File: config.mk
export PLATFORM = sky130hd
export DESIGN_NAME = idcb_decoder
export DESIGN_NICKNAME = d
export VERILOG_FILES = /design/src/rtl/idcb_pkg.sv /design/src/rtl/idcb_match.sv /design/src/rtl/idcb_op_decode.sv /design/src/rtl/idcb_decoder.sv
export SDC_FILE = /design/constraint.sdc
export NUM_CORES = 1
export LEC_CHECK = 0
export ABC_CLOCK_PERIOD_IN_PS = 2950
export BUFFER_PORTS_ARGS = -buffer_cell sky130_fd_sc_hd__buf_4
export CAP_MARGIN = 20
export CORE_MARGIN = 8
export CORE_UTILIZATION = 40
export DETAILED_ROUTE_END_ITERATION = 7
export GPL_TIMING_DRIVEN = 0
export PLACE_DENSITY = 0.69
export SLEW_MARGIN = 20
export SYNTH_ARGS = -nofsm -noshare
export SYNTH_HDL_FRONTEND = slang
export SYNTH_SLANG_ARGS = --single-unit
File: constraint.sdc
create_clock -name clk -period 2.95 [get_ports clk]
set_input_delay 0.1475 -clock clk [delete_from_list [all_inputs] [get_ports clk]]
set_output_delay 0.1475 -clock clk [all_outputs]
set_load 0.05 [all_outputs]
File: src/rtl/idcb_pkg.sv
package idcb_pkg;
  localparam logic [7:0] OP_PREPARE = 8'h01;
  localparam logic [7:0] OP_START   = 8'h02;
  localparam logic [7:0] OP_CLEAR   = 8'h03;
  localparam logic [7:0] OP_WDATA   = 8'h04;

  typedef enum logic [1:0] {
    CC_NONE   = 2'd0,
    CC_ACCEPT = 2'd1,
    CC_BUSY   = 2'd2,
    CC_REJECT = 2'd3
  } cc_e;

  typedef struct packed {
    logic prep;
    logic start;
    logic clear;
    logic wdata;
    logic bad;
  } op_t;
endpackage

File: src/rtl/idcb_match.sv
module idcb_match #(
  parameter int ADDR_W = 8
) (
  input  logic              valid,
  input  logic [ADDR_W-1:0] dev_field,
  input  logic [ADDR_W-1:0] strap,
  output logic              hit
);
  always_comb begin
    hit = valid && (dev_field == strap);
  end
endmodule

File: src/rtl/idcb_op_decode.sv
module idcb_op_decode
  import idcb_pkg::*;
#(
  parameter int OP_W = 8
) (
  input  logic [OP_W-1:0] opcode,
  output op_t             op
);
  always_comb begin
    op = '0;
    unique case (opcode)
      OP_PREPARE: op.prep  = 1'b1;
      OP_START:   op.start = 1'b1;
      OP_CLEAR:   op.clear = 1'b1;
      OP_WDATA:   op.wdata = 1'b1;
      default:    op.bad   = 1'b1;
    endcase
  end
endmodule

File: src/rtl/idcb_decoder.sv
module idcb_decoder
  import idcb_pkg::*;
#(
  parameter int WORD_W    = 16,
  parameter int ADDR_W    = 8,
  parameter int NUM_UNITS = 4,
  parameter int LVL_W     = 4,
  parameter int LVL_FIRST = 11
) (
  input  logic                 clk,
  input  logic                 rst_n,
  input  logic                 idcb_valid,
  input  logic [WORD_W-1:0]    idcb_word0,
  input  logic [WORD_W-1:0]    idcb_word1,
  input  logic [ADDR_W-1:0]    strap_addr,
  input  logic                 xfer_done,
  input  logic [NUM_UNITS-1:0] unit_intr,
  output logic [WORD_W-1:0]    cmd_reg,
  output logic [LVL_W-1:0]     level_reg,
  output logic [NUM_UNITS-1:0] unit_req,
  output logic [NUM_UNITS-1:0] intr_pend,
  output logic [WORD_W-1:0]    dcb_addr,
  output logic [WORD_W-1:0]    dpc_data,
  output logic                 start_pulse,
  output logic                 busy,
  output logic                 cc_valid,
  output logic [1:0]           cc
);
  localparam int OP_W    = WORD_W - ADDR_W;
  localparam int UNIT_W  = (NUM_UNITS > 1) ? $clog2(NUM_UNITS) : 1;
  localparam int LVL_LSB = WORD_W - LVL_FIRST - LVL_W;

  logic hit;
  op_t  op;

  idcb_match #(.ADDR_W(ADDR_W)) u_match (
    .valid     (idcb_valid),
    .dev_field (idcb_word0[ADDR_W-1:0]),
    .strap     (strap_addr),
    .hit       (hit)
  );

  idcb_op_decode #(.OP_W(OP_W)) u_dec (
    .opcode (idcb_word0[WORD_W-1 -: OP_W]),
    .op     (op)
  );

  logic [UNIT_W-1:0]    unit_sel;
  logic [NUM_UNITS-1:0] unit_hot;
  assign unit_sel = idcb_word1[WORD_W-1 -: UNIT_W];

  for (genvar gi = 0; gi < NUM_UNITS; gi++) begin : g_unit
    assign unit_hot[gi] = (unit_sel == UNIT_W'(gi));
  end

  // next-state
  logic                 do_prep, do_start, do_clear, do_wdata, do_busy;
  logic                 busy_d;
  logic [NUM_UNITS-1:0] req_d, pend_d;
  cc_e                  cc_d;

  always_comb begin
    do_prep  = hit && op.prep;
    do_clear = hit && op.clear;
    do_wdata = hit && op.wdata;
    do_start = hit && op.start && !busy;
    do_busy  = hit && op.start && busy;

    busy_d = busy;
    if (xfer_done) busy_d = 1'b0;
    if (do_start)  busy_d = 1'b1;

    req_d = unit_req;
    if (do_clear) req_d = '0;
    if (do_prep)  req_d = unit_req | unit_hot;

    pend_d = (do_clear ? '0 : intr_pend) | (unit_intr & unit_req);

    if (op.bad)      cc_d = CC_REJECT;
    else if (do_busy) cc_d = CC_BUSY;
    else             cc_d = CC_ACCEPT;
  end

  // registers
  always_ff @(posedge clk or negedge rst_n) begin
    if (!rst_n) begin
      cmd_reg     <= '0;
      level_reg   <= '0;
      unit_req    <= '0;
      intr_pend   <= '0;
      dcb_addr    <= '0;
      dpc_data    <= '0;
      start_pulse <= 1'b0;
      busy        <= 1'b0;
      cc_valid    <= 1'b0;
      cc          <= 2'd0;
    end else begin
      start_pulse <= do_start;
      cc_valid    <= hit;
      busy        <= busy_d;
      unit_req    <= req_d;
      intr_pend   <= pend_d;
      if (hit)      cmd_reg   <= idcb_word0;
      if (hit)      cc        <= cc_d;
      if (do_prep)  level_reg <= idcb_word1[LVL_LSB +: LVL_W];
      if (do_start) dcb_addr  <= idcb_word1;
      if (do_wdata) dpc_data  <= idcb_word1;
    end
  end

  // assertions
  a_r3_no_code_on_mismatch: assert property (@(posedge clk) disable iff (!rst_n)
    (idcb_valid && idcb_word0[ADDR_W-1:0] != strap_addr) |=> !cc_valid);
  a_r6_pulse_with_busy: assert property (@(posedge clk) disable iff (!rst_n)
    start_pulse |-> busy);
  a_r6_single_pulse: assert property (@(posedge clk) disable iff (!rst_n)
    start_pulse |=> !start_pulse);
  a_r7_busy_code_only_when_busy: assert property (@(posedge clk) disable iff (!rst_n)
    (cc_valid && cc == CC_BUSY) |-> $past(busy));
  a_r7_addr_held_while_busy: assert property (@(posedge clk) disable iff (!rst_n)
    (busy && !xfer_done) |=> $stable(dcb_addr));
  a_r5_one_trigger_per_cmd: assert property (@(posedge clk) disable iff (!rst_n)
    $onehot0(unit_req & ~$past(unit_req)));
  a_r11_pend_needs_arm: assert property (@(posedge clk) disable iff (!rst_n)
    $rose(intr_pend[0]) |-> $past(unit_req[0]));
endmodule

==> run metrics, run 1 <==
status=complete, no violations; Final setup viols=0; post-route ant nets=0; Fin. Hold Viols=0; DR iter-0 viols=35; Mapped Avg Cell Area=between 10 and 15 µm²; synth warn=0; register area share after synthesis=0.631; H-tree Lvls=3; port bufs=between 100 and 150; layout cells sized above 1=0.611; Post-Route WL=6210 µm; commonest cells after routing, fill and taps aside=buf_4 (112), dfrtp_1 (65), mux2_2 (52), clkbuf_8 (11); count of cell types in the netlist=28; Longest Clk Path Bufs=2; Slew Viols, Final=0; Lkg Pwr=between 0.0015 and 0.002 µW; hpwl dp=4700 µm; area grow syn2layout=43.5%; number of global-route vias before repair=1,967; Synth Flop Type=dfrtp_1; CTS sink count=65; Max-cap violations=0; via count=about 1,800; per-cell routed wire length=16.4 µm; maximum vdd drop=314 µV; total grt overflow=0; Yosys reg bits=65; skew final=about 0.0067 ns; setup_tns=0 ns; Reg clk slew, reported paths=0.07 ns; ranking of synthesized cells by area=dfrtp_1 (63%), mux2_2 (23%), xnor2_1 (2.7%); Slew HR=0.370; Hold Path Class=input port to flip-flop; drt first pass iters=4; initial antenna violation count=0; DRC violations left=0; CP Capture Type=flip-flop; Yosys top cell area share=0.631; pwr/cell area=roughly 500 nW/µm²; Post-Synthesis Cell Area=about 2600 µm²; Vias per Instance=4.89; io pins=113; GRT Overall Usage=0.137; async set-reset flop share out of synthesis=1.00; total CTS buffers=9; crit path DAT=~2.5 ns; period utilization=0.758; Required @ worst endpoint=3.17 ns; Worst-Skew Late Latency=roughly 0.33 ns; final instance area=3700 µm²; commonest non-fill, non-tap cell in the layout=buf_4; number of diodes=0; gpl congestion=approximately 0.73; largest net degree at the start of global routing=66; R2R setup slack=1.12 ns; CTS root buf=clkbuf_8; CP Class=input port to flip-flop; CP Launch Type=input port; CTS tree=yes; critical path peak fanout=10; Die H=96.3 µm; DIE AREA=9270 µm²; RSZ-0062 raised after global routing=false; post-route minimum period=around 2.2 ns; first-pass GRT wire length=9630 µm; EDFF count, synth=0; fmax=roughly 450 MHz; Die W=96.3 µm; core area=between 6000 and 7000 µm²; syn nets=220; Initial Utilization=0.411; Synth area leader=dfrtp_1; Slew @ Worst Pin=between 0.9 and 1 ns; Cell Area, Placed=around 3500 µm²; synthesized instance count=172; nets=roughly 340; setup repair bufs after CTS=0; number of core rows=29
==> final timing paths <==
path / startpoint / end / cells after the start
worst max-delay path: strap_addr[3] / dcb_addr[8] / 8
worst min-delay path: unit_intr[3] / intr_pend[3] / 2
worst max register to register: busy / dcb_addr[8] / 3
worst min register to register: cmd_reg[4] / cmd_reg[4] / 1
max in group asynchronous: rst_n / cmd_reg[2] / 2
min in group asynchronous: rst_n / intr_pend[0] / 2
==> worst max-delay path: stages <==
cell	delay, ns
buf_4	0.11
xnor2_1	0.14
nand3_1	0.15
or4_1	0.54
buf_2	0.18
nor4_4	0.58
buf_6	0.25
mux2_2	0.35
==> report_power, final <==
| part | total (µW) | switching [µW] | internal [µW] |
|---|---|---|---|
| clock | 666 | 319 | 347 |
| sequential | 927 | 12.1 | 915 |
| combinational | 248 | 150 | 97.8 |
==> Yosys cell counts (all sizes together), types with 2 or more instances <==
cell	count
nor3	4
nor2	8
xnor2	8
nor4	4
clkbuf	2
inv	3
a41oi	2
mux2	52
nand2	2
a22o	4
buf	3
nand3	3
dfrtp	65
==> cell type report <==
type | count | area, µm²
Tap cell | 77 | 96.3
Sequential cell | 65 | 1630
Inverter | 3 | 11.3
Clock inverter | 3 | 15.0
Fill cell | 548 | 2580
Timing Repair Buffer | 113 | 851
Buffer | 5 | 28.8
Multi-Input combinational cell | 99 | 911
Clock buffer | 13 | 159
==> metrics by stage <==
step / total power, µW / worst slack [ns] / hold WS [ns] / utilization / std cells
floorplan: 1070 / 0.829 / -0.148 / - / 172
global placement: 1190 / 0.347 / 0.299 / 0.560 / 361
detailed placement: 1190 / 0.324 / 0.297 / 0.560 / 361
CTS: 1870 / 0.683 / 0.0285 / 0.589 / 378
global route: 1920 / 0.519 / 0.0293 / 0.589 / 378
finish: 1840 / 0.715 / 0.0433 / 0.589 / 378
==> metal layers <==
metal  wire, µm  GRT usage  up-vias  share of wire
met5          0          0        -              0
met4         94     0.0615        0          0.015
met2       2880      0.207       73           0.46
li1           -          -      866              -
met3        823     0.0725        9           0.13
met1       2410      0.158      900           0.39
==> repair_timing <==
action                    in CTS  in global routing
hold buffers                   1                  0
gates resized for setup        0                  0
hold endpoints to repair      65                  0
==> logic make-up (layout without fill, tap and decap cells) <==
group / Yosys count / after routing / synth area share
multiplexers: 52 / 52 / 0.227
buffers and inverters: 8 / 137 / 0.0155
AO/OA/AOI/OAI: 11 / 11 / 0.0345
flip-flops: 65 / 65 / 0.631
AND/OR/NAND/NOR: 27 / 27 / 0.0612
XOR/XNOR: 9 / 9 / 0.0306
No activity file was read; power rests on OpenSTA's default activity.
==> run 2, diff against run 1 <==
--- a/config.mk
+++ b/config.mk
@@ -5,14 +5,14 @@
 export SDC_FILE = /design/constraint.sdc
 export NUM_CORES = 1
 export LEC_CHECK = 0
-export ABC_CLOCK_PERIOD_IN_PS = 2950
+export ABC_CLOCK_PERIOD_IN_PS = 1800
 export BUFFER_PORTS_ARGS = -buffer_cell sky130_fd_sc_hd__buf_4
 export CAP_MARGIN = 20
 export CORE_MARGIN = 8
 export CORE_UTILIZATION = 40
 export DETAILED_ROUTE_END_ITERATION = 7
 export GPL_TIMING_DRIVEN = 0
-export PLACE_DENSITY = 0.69
+export PLACE_DENSITY = 0.72
 export SLEW_MARGIN = 20
 export SYNTH_ARGS = -nofsm -noshare
 export SYNTH_HDL_FRONTEND = slang
==> constraint.sdc (replaced) <==
create_clock -name clk -period 1.8 [get_ports clk]
set_input_delay 0.09 -clock clk [delete_from_list [all_inputs] [get_ports clk]]
set_output_delay 0.09 -clock clk [all_outputs]
set_load 0.05 [all_outputs]
==> run 2 against run 1 <==
Die area did not move. Routed wire length rose by 11%. Total power rose by 72%. Sequential power rose by 64%. Final cell count rose by 8.2%. Worst setup slack got worse by 0.67 ns. Critical path type unchanged. Hold slack got worse by 0.030 ns.
==> run metrics, run 2 (synthesized netlist as in run 1, its figures left out) <==
status=complete, no violations; Die H=96.3 µm (unchanged); Slew HR=0.460 (+0.0896); Worst-Skew Late Latency=0.33 ns (about the same); M2 GR Usage=0.245 (+0.0375); DR iter-0 viols=29 (-17%); H-tree Lvls=3 (unchanged); max incr delay on CP=0.57 ns (about the same); period utilization=0.976; grt met1 use=0.184 (+0.0255); DRC violations left=0 (unchanged); Final setup viols=0 (unchanged); crit path DAT=1.97 ns (-0.48 ns); core area=6280 µm² (unchanged); worst setup margin=0.0437 ns (-0.671 ns); dpl ws=-0.804 ns (-1.13 ns); slowest CP cell=or4_4; layout cells sized above 1=0.608 (-0.00286); critical path startpoint=idcb_word0[1]; commonest non-fill, non-tap cell in the layout=buf_4; number of global-route vias before repair=2,129 (+8.2%); cell count along the critical path=8 (unchanged); GRT Overall Usage=0.153 (+0.0154); Critical Path Sink=dcb_addr[5]; internal power=2360 µW (+74%); Placed Cells=361 (unchanged); total CTS buffers=9 (unchanged); per-cell routed wire length=16.9 µm (+2.9%); Non-Filler Instances=409 (+8.2%); Final Power=3170 µW (+72%); Filler cells=475 (-13%); port bufs=112 (unchanged); number of core rows=29 (unchanged); skew final=0.00346 ns (-0.00323 ns); CP Launch Type=input port; Slew Viols, Final=0 (unchanged); io pins=113 (unchanged); CTS tree=yes; largest net degree at the start of global routing=66 (unchanged); pwr/cell area=759 nW/µm² (+53%); family with the most delay on the worst path=simple AND/OR/NAND/NOR gates; CP Capture Type=flip-flop; CP bufs+invs=3 (unchanged); total grt overflow=0 (unchanged); share of total power in the clock network=0.368 (+0.006); Hold Slack=0.0132 ns (-0.0301 ns); area grow syn2layout=62.1%; first-pass GRT wire length=10,700 µm (+11%); initial antenna violation count=0 (unchanged); drt first pass iters=4 (unchanged); post-route minimum period=1.76 ns; global routing's busiest layer=met2; FF-to-FF Start=busy; via count=1,999 (+8.2%); R2R setup slack=0.31 ns (-0.81 ns); Net Switching=811 µW (+69%); met3 usage=0.0507 (-0.0218); critical path peak fanout=5 (-5); number of diodes=0 (unchanged); Slew @ Worst Pin=0.810 ns (-0.126 ns); Reg clk slew, reported paths=0.07 ns (about the same); Post-Route WL=6920 µm (+11%); Hold Path Class=input port to flip-flop; Vias per Instance=4.89 (about the same); DIE AREA=9270 µm² (unchanged); nets=375 (+9.0%); gpl congestion=0.733 (+0.59%); Max-cap violations=0 (unchanged); CTS root buf=clkbuf_8; hpwl dp=4850 µm (+3.2%); CTS sink count=65 (unchanged); register share of total power=0.479 (-0.025); Gate power share=0.153 (+0.019); CP Class=input port to flip-flop; commonest cells after routing, fill and taps aside=buf_4 (109), dfrtp_1 (65), mux2_2 (43), dlygate4sd3_1 (26), clkbuf_8 (13); Initial Utilization=0.411 (unchanged); Die W=96.3 µm (unchanged); Sw Share=0.256 (-0.00559); fmax=569 MHz; Lkg Pwr=0.00221 µW (+11%); Longest Clk Path Bufs=2 (unchanged); post-route ant nets=0 (unchanged); Fin. Hold Viols=0 (unchanged); CP cell instances=buf_6 > xnor2_2 > nand4_1 > or4_4 > nor4_4 > buf_4 > buf_8 > mux2_4; maximum vdd drop=531 µV (+69%); worst r2r dst=dcb_addr[5]; Required @ worst endpoint=2.01 ns (-1.16 ns); RSZ-0062 raised after global routing=true; Worst R2R Path Depth=4 (+1)
[run 2: per-layer routing]
layer	share of wire	up-vias
li1	-	929
met1	0.39	997
met2	0.50	64
met3	0.088	9
met4	0.013	0
met5	0	-
[run 2: how the worst min path moves through the flow]
| stage | start | to | cells after the start |
|---|---|---|---|
| 5_1_grt | idcb_word1[3] | level_reg[2] | 2 |
| 4_1_cts | idcb_word1[3] | level_reg[2] | 2 |
| 3_5_place_dp | rst_n | intr_pend[0] | 1 |
| 3_3_place_gp | rst_n | intr_pend[2] | 1 |
| 2_1_floorplan | rst_n | busy | 0 |
| 6_report | idcb_word1[3] | level_reg[2] | 2 |
[run 2: power by group through the flow]
stage               sequential [µW]  combinational [µW]  clock [µW]
finish                         1520                 484        1170
global route                   1520                 514        1260
CTS                            1520                 485        1210
detailed placement             1550                 413           0
global placement               1540                 408           0
floorplan                      1680                65.1           0
[run 2: final cells by class]
class                           instances  area [µm²]  share of cell area
Buffer                                  4        27.5             0.00659
Clock buffer                           14         183              0.0437
Clock inverter                          2        10.0             0.00240
Inverter                                3        11.3             0.00270
Multi-Input combinational cell         99        1030               0.247
Sequential cell                        65        1630               0.389
Tap cell                               77        96.3              0.0231
Timing Repair Buffer                  145        1190               0.285
[run 2: metrics by stage]
step | setup TNS [ns] | cell area (µm²) | util
after detailed placement | -26.01 | 3510 | 0.560
after global placement | -24.24 | 3510 | 0.560
final | 0 | 4180 | 0.666
after floorplan | -4.12 | 2580 | -
after global routing | -0.190 | 4180 | 0.666
after CTS | -0.635 | 4170 | 0.664
[run 2: repair_timing]
item                                   CTS  global route
endpoints found under the hold margin  103             1
setup buffers                            6             0
hold buffers                            25             1
setup endpoints to repair               41            29
gates resized for setup                 34             2
gates cloned                             1             0
pin swaps                                1             2
==> run 3, diff against run 2 <==
==> constraint.sdc (replaced) <==
create_clock -name clk -period 1.8 [get_ports clk]
set_input_delay 0.27 -clock clk [delete_from_list [all_inputs] [get_ports clk]]
set_output_delay 0.27 -clock clk [all_outputs]
set_load 0.05 [all_outputs]
==> run 3 against run 2 <==
Critical path depth unchanged. Routed wire length increased by 0.45%. Count of clock-buffer cells in the layout fell by 1. Largest power group unchanged.
==> run metrics, run 3 (synthesized netlist as in run 1, its figures left out) <==
number of core rows=29 (unchanged); Placed Cells=361 (unchanged); total grt overflow=0 (unchanged); Longest Clk Path Bufs=2 (unchanged); commonest cells after routing, fill and taps aside=buf_4 (116), dfrtp_1 (65), mux2_2 (34), mux2_4 (18); total CTS buffers=9 (unchanged); final core occ=0.655 (-0.0108); family with the most delay on the worst path=simple AND/OR/NAND/NOR gates; maximum vdd drop=524 µV (-1.3%); CP Class=input port to flip-flop; CP Launch Type=input port; CTS sink count=65 (unchanged); hpwl dp=4790 µm (-1.3%); Slew Viols, Final=0 (unchanged); Reg clk slew, reported paths=0.07 ns (about the same); CP cell instances=buf_4 > xnor2_2 > nand4_1 > or4_4 > buf_6 > nor3_4 > buf_6 > mux2_4; post-route ant nets=0 (unchanged); commonest non-fill, non-tap cell in the layout=buf_4; Critical Path Most Common Cell=buf_6; port bufs=112 (unchanged); Lkg Pwr=0.00219 µW (-0.93%); CP bufs+invs=3 (unchanged); pwr/cell area=798 nW/µm² (+5.1%); Post-Route WL=6950 µm (+0.45%); DRC violations left=0 (unchanged); Worst-Skew Late Latency=0.33 ns (about the same); Slew HR=0.442 (-0.0181); critical path peak fanout=4 (-1); slowest CP cell=or4_4; Die H=96.3 µm (unchanged); crit path DAT=2.00 ns (+0.03 ns); Fin. Hold Viols=0 (unchanged); cell count along the critical path=8 (unchanged); core area=6280 µm² (unchanged); Die W=96.3 µm (unchanged); io pins=113 (unchanged); initial antenna violation count=0 (unchanged); fmax=561 MHz (-1.5%); Max-cap violations=0 (unchanged); Slew @ Worst Pin=0.837 ns (+0.0272 ns); dpl ws=-0.951 ns (-0.147 ns); via count=1,953 (-2.3%); H-tree Lvls=3 (unchanged); Hold Path Class=input port to asynchronous set/reset pin; GRT Overall Usage=0.150 (-0.00260); skew final=0.00260 ns (-0.000859 ns); CTS tree=yes; period utilization=0.990 (+0.0146); Final setup viols=0 (unchanged); number of diodes=0 (unchanged); nets=360 (-4.0%); Required @ worst endpoint=2.02 ns (about the same); RSZ-0062 raised after global routing=true; first-pass GRT wire length=10,400 µm (-3.5%); Vias per Instance=4.97 (+1.7%); DR iter-0 viols=30 (+3.4%); Worst R2R Path Depth=4 (unchanged); worst r2r dst=dcb_addr[0]; worst setup margin=0.0174 ns (-0.0263 ns); number of global-route vias before repair=2,048 (-3.8%); gpl congestion=0.696 (-5.0%); drt first pass iters=4 (unchanged); FF-to-FF Start=busy; R2R setup slack=0.32 ns (about the same); max incr delay on CP=0.55 ns (-0.02 ns); largest net degree at the start of global routing=66 (unchanged); post-route minimum period=1.78 ns (+0.0263 ns); DIE AREA=9270 µm² (unchanged); layout cells sized above 1=0.684 (+0.0751); status=complete, no violations; Non-Filler Instances=393 (-3.9%); per-cell routed wire length=17.7 µm (+4.5%); Initial Utilization=0.411 (unchanged); CTS root buf=clkbuf_8; CP Capture Type=flip-flop; area grow syn2layout=59.5%
run 3: cell type report:
| class | instances | area [µm²] |
|---|---|---|
| Buffer | 4 | 32.5 |
| Clock buffer | 13 | 179 |
| Clock inverter | 2 | 35.0 |
| Fill cell | 498 | 2170 |
| Inverter | 3 | 11.3 |
| Multi-Input combinational cell | 99 | 1090 |
| Sequential cell | 65 | 1630 |
| Tap cell | 77 | 96.3 |
| Timing Repair Buffer | 130 | 1040 |
run 3: what timing repair did:
item	in CTS	in global routing
endpoints found under the setup margin	42	38
hold buffers	0	0
pin swaps	12	9
buffers inserted	10	7
resized for setup	39	20
gates cloned	1	0
run 3: power by group:
group          internal [µW]  switching, µW
Sequential              1500           20.0
Clock                    781            525
Combinational            189            267
run 3: how the worst max path moves through the flow:
| stage | slack, ns | startpoint | endpoint |
|---|---|---|---|
| after floorplan | -0.44 | strap_addr[3] | dcb_addr[10] |
| after global placement | -0.90 | strap_addr[4] | dcb_addr[7] |
| after detailed placement | -0.95 | idcb_word0[0] | dpc_data[9] |
| after CTS | -0.15 | idcb_word0[12] | dcb_addr[0] |
| after global routing | -0.02 | idcb_word0[4] | level_reg[1] |
| final | 0.02 | strap_addr[7] | level_reg[0] |
run 3: metal layers:
| layer | global-route usage | wire length (µm) | vias to the layer above |
|---|---|---|---|
| li1 | - | - | 904 |
| met3 | 0.0608 | 701 | 11 |
| met1 | 0.172 | 2860 | 965 |
| met5 | 0 | 0 | - |
| met2 | 0.237 | 3280 | 73 |
| met4 | 0.0768 | 112 | 0 |
run 3: metrics by stage:
stage / total power [µW] / TNS [ns] / instance area, µm² / hold WS [ns]
2_1_floorplan: 1750 / -9.95 / 2580 / -0.0256
3_3_place_gp: 1950 / -34.06 / 3510 / 0.421
3_5_place_dp: 1960 / -36.41 / 3510 / 0.417
4_1_cts: 3300 / -2.43 / 3980 / 0.0492
5_1_grt: 3400 / -0.0602 / 4110 / 0.105
6_report: 3280 / 0 / 4110 / 0.0259
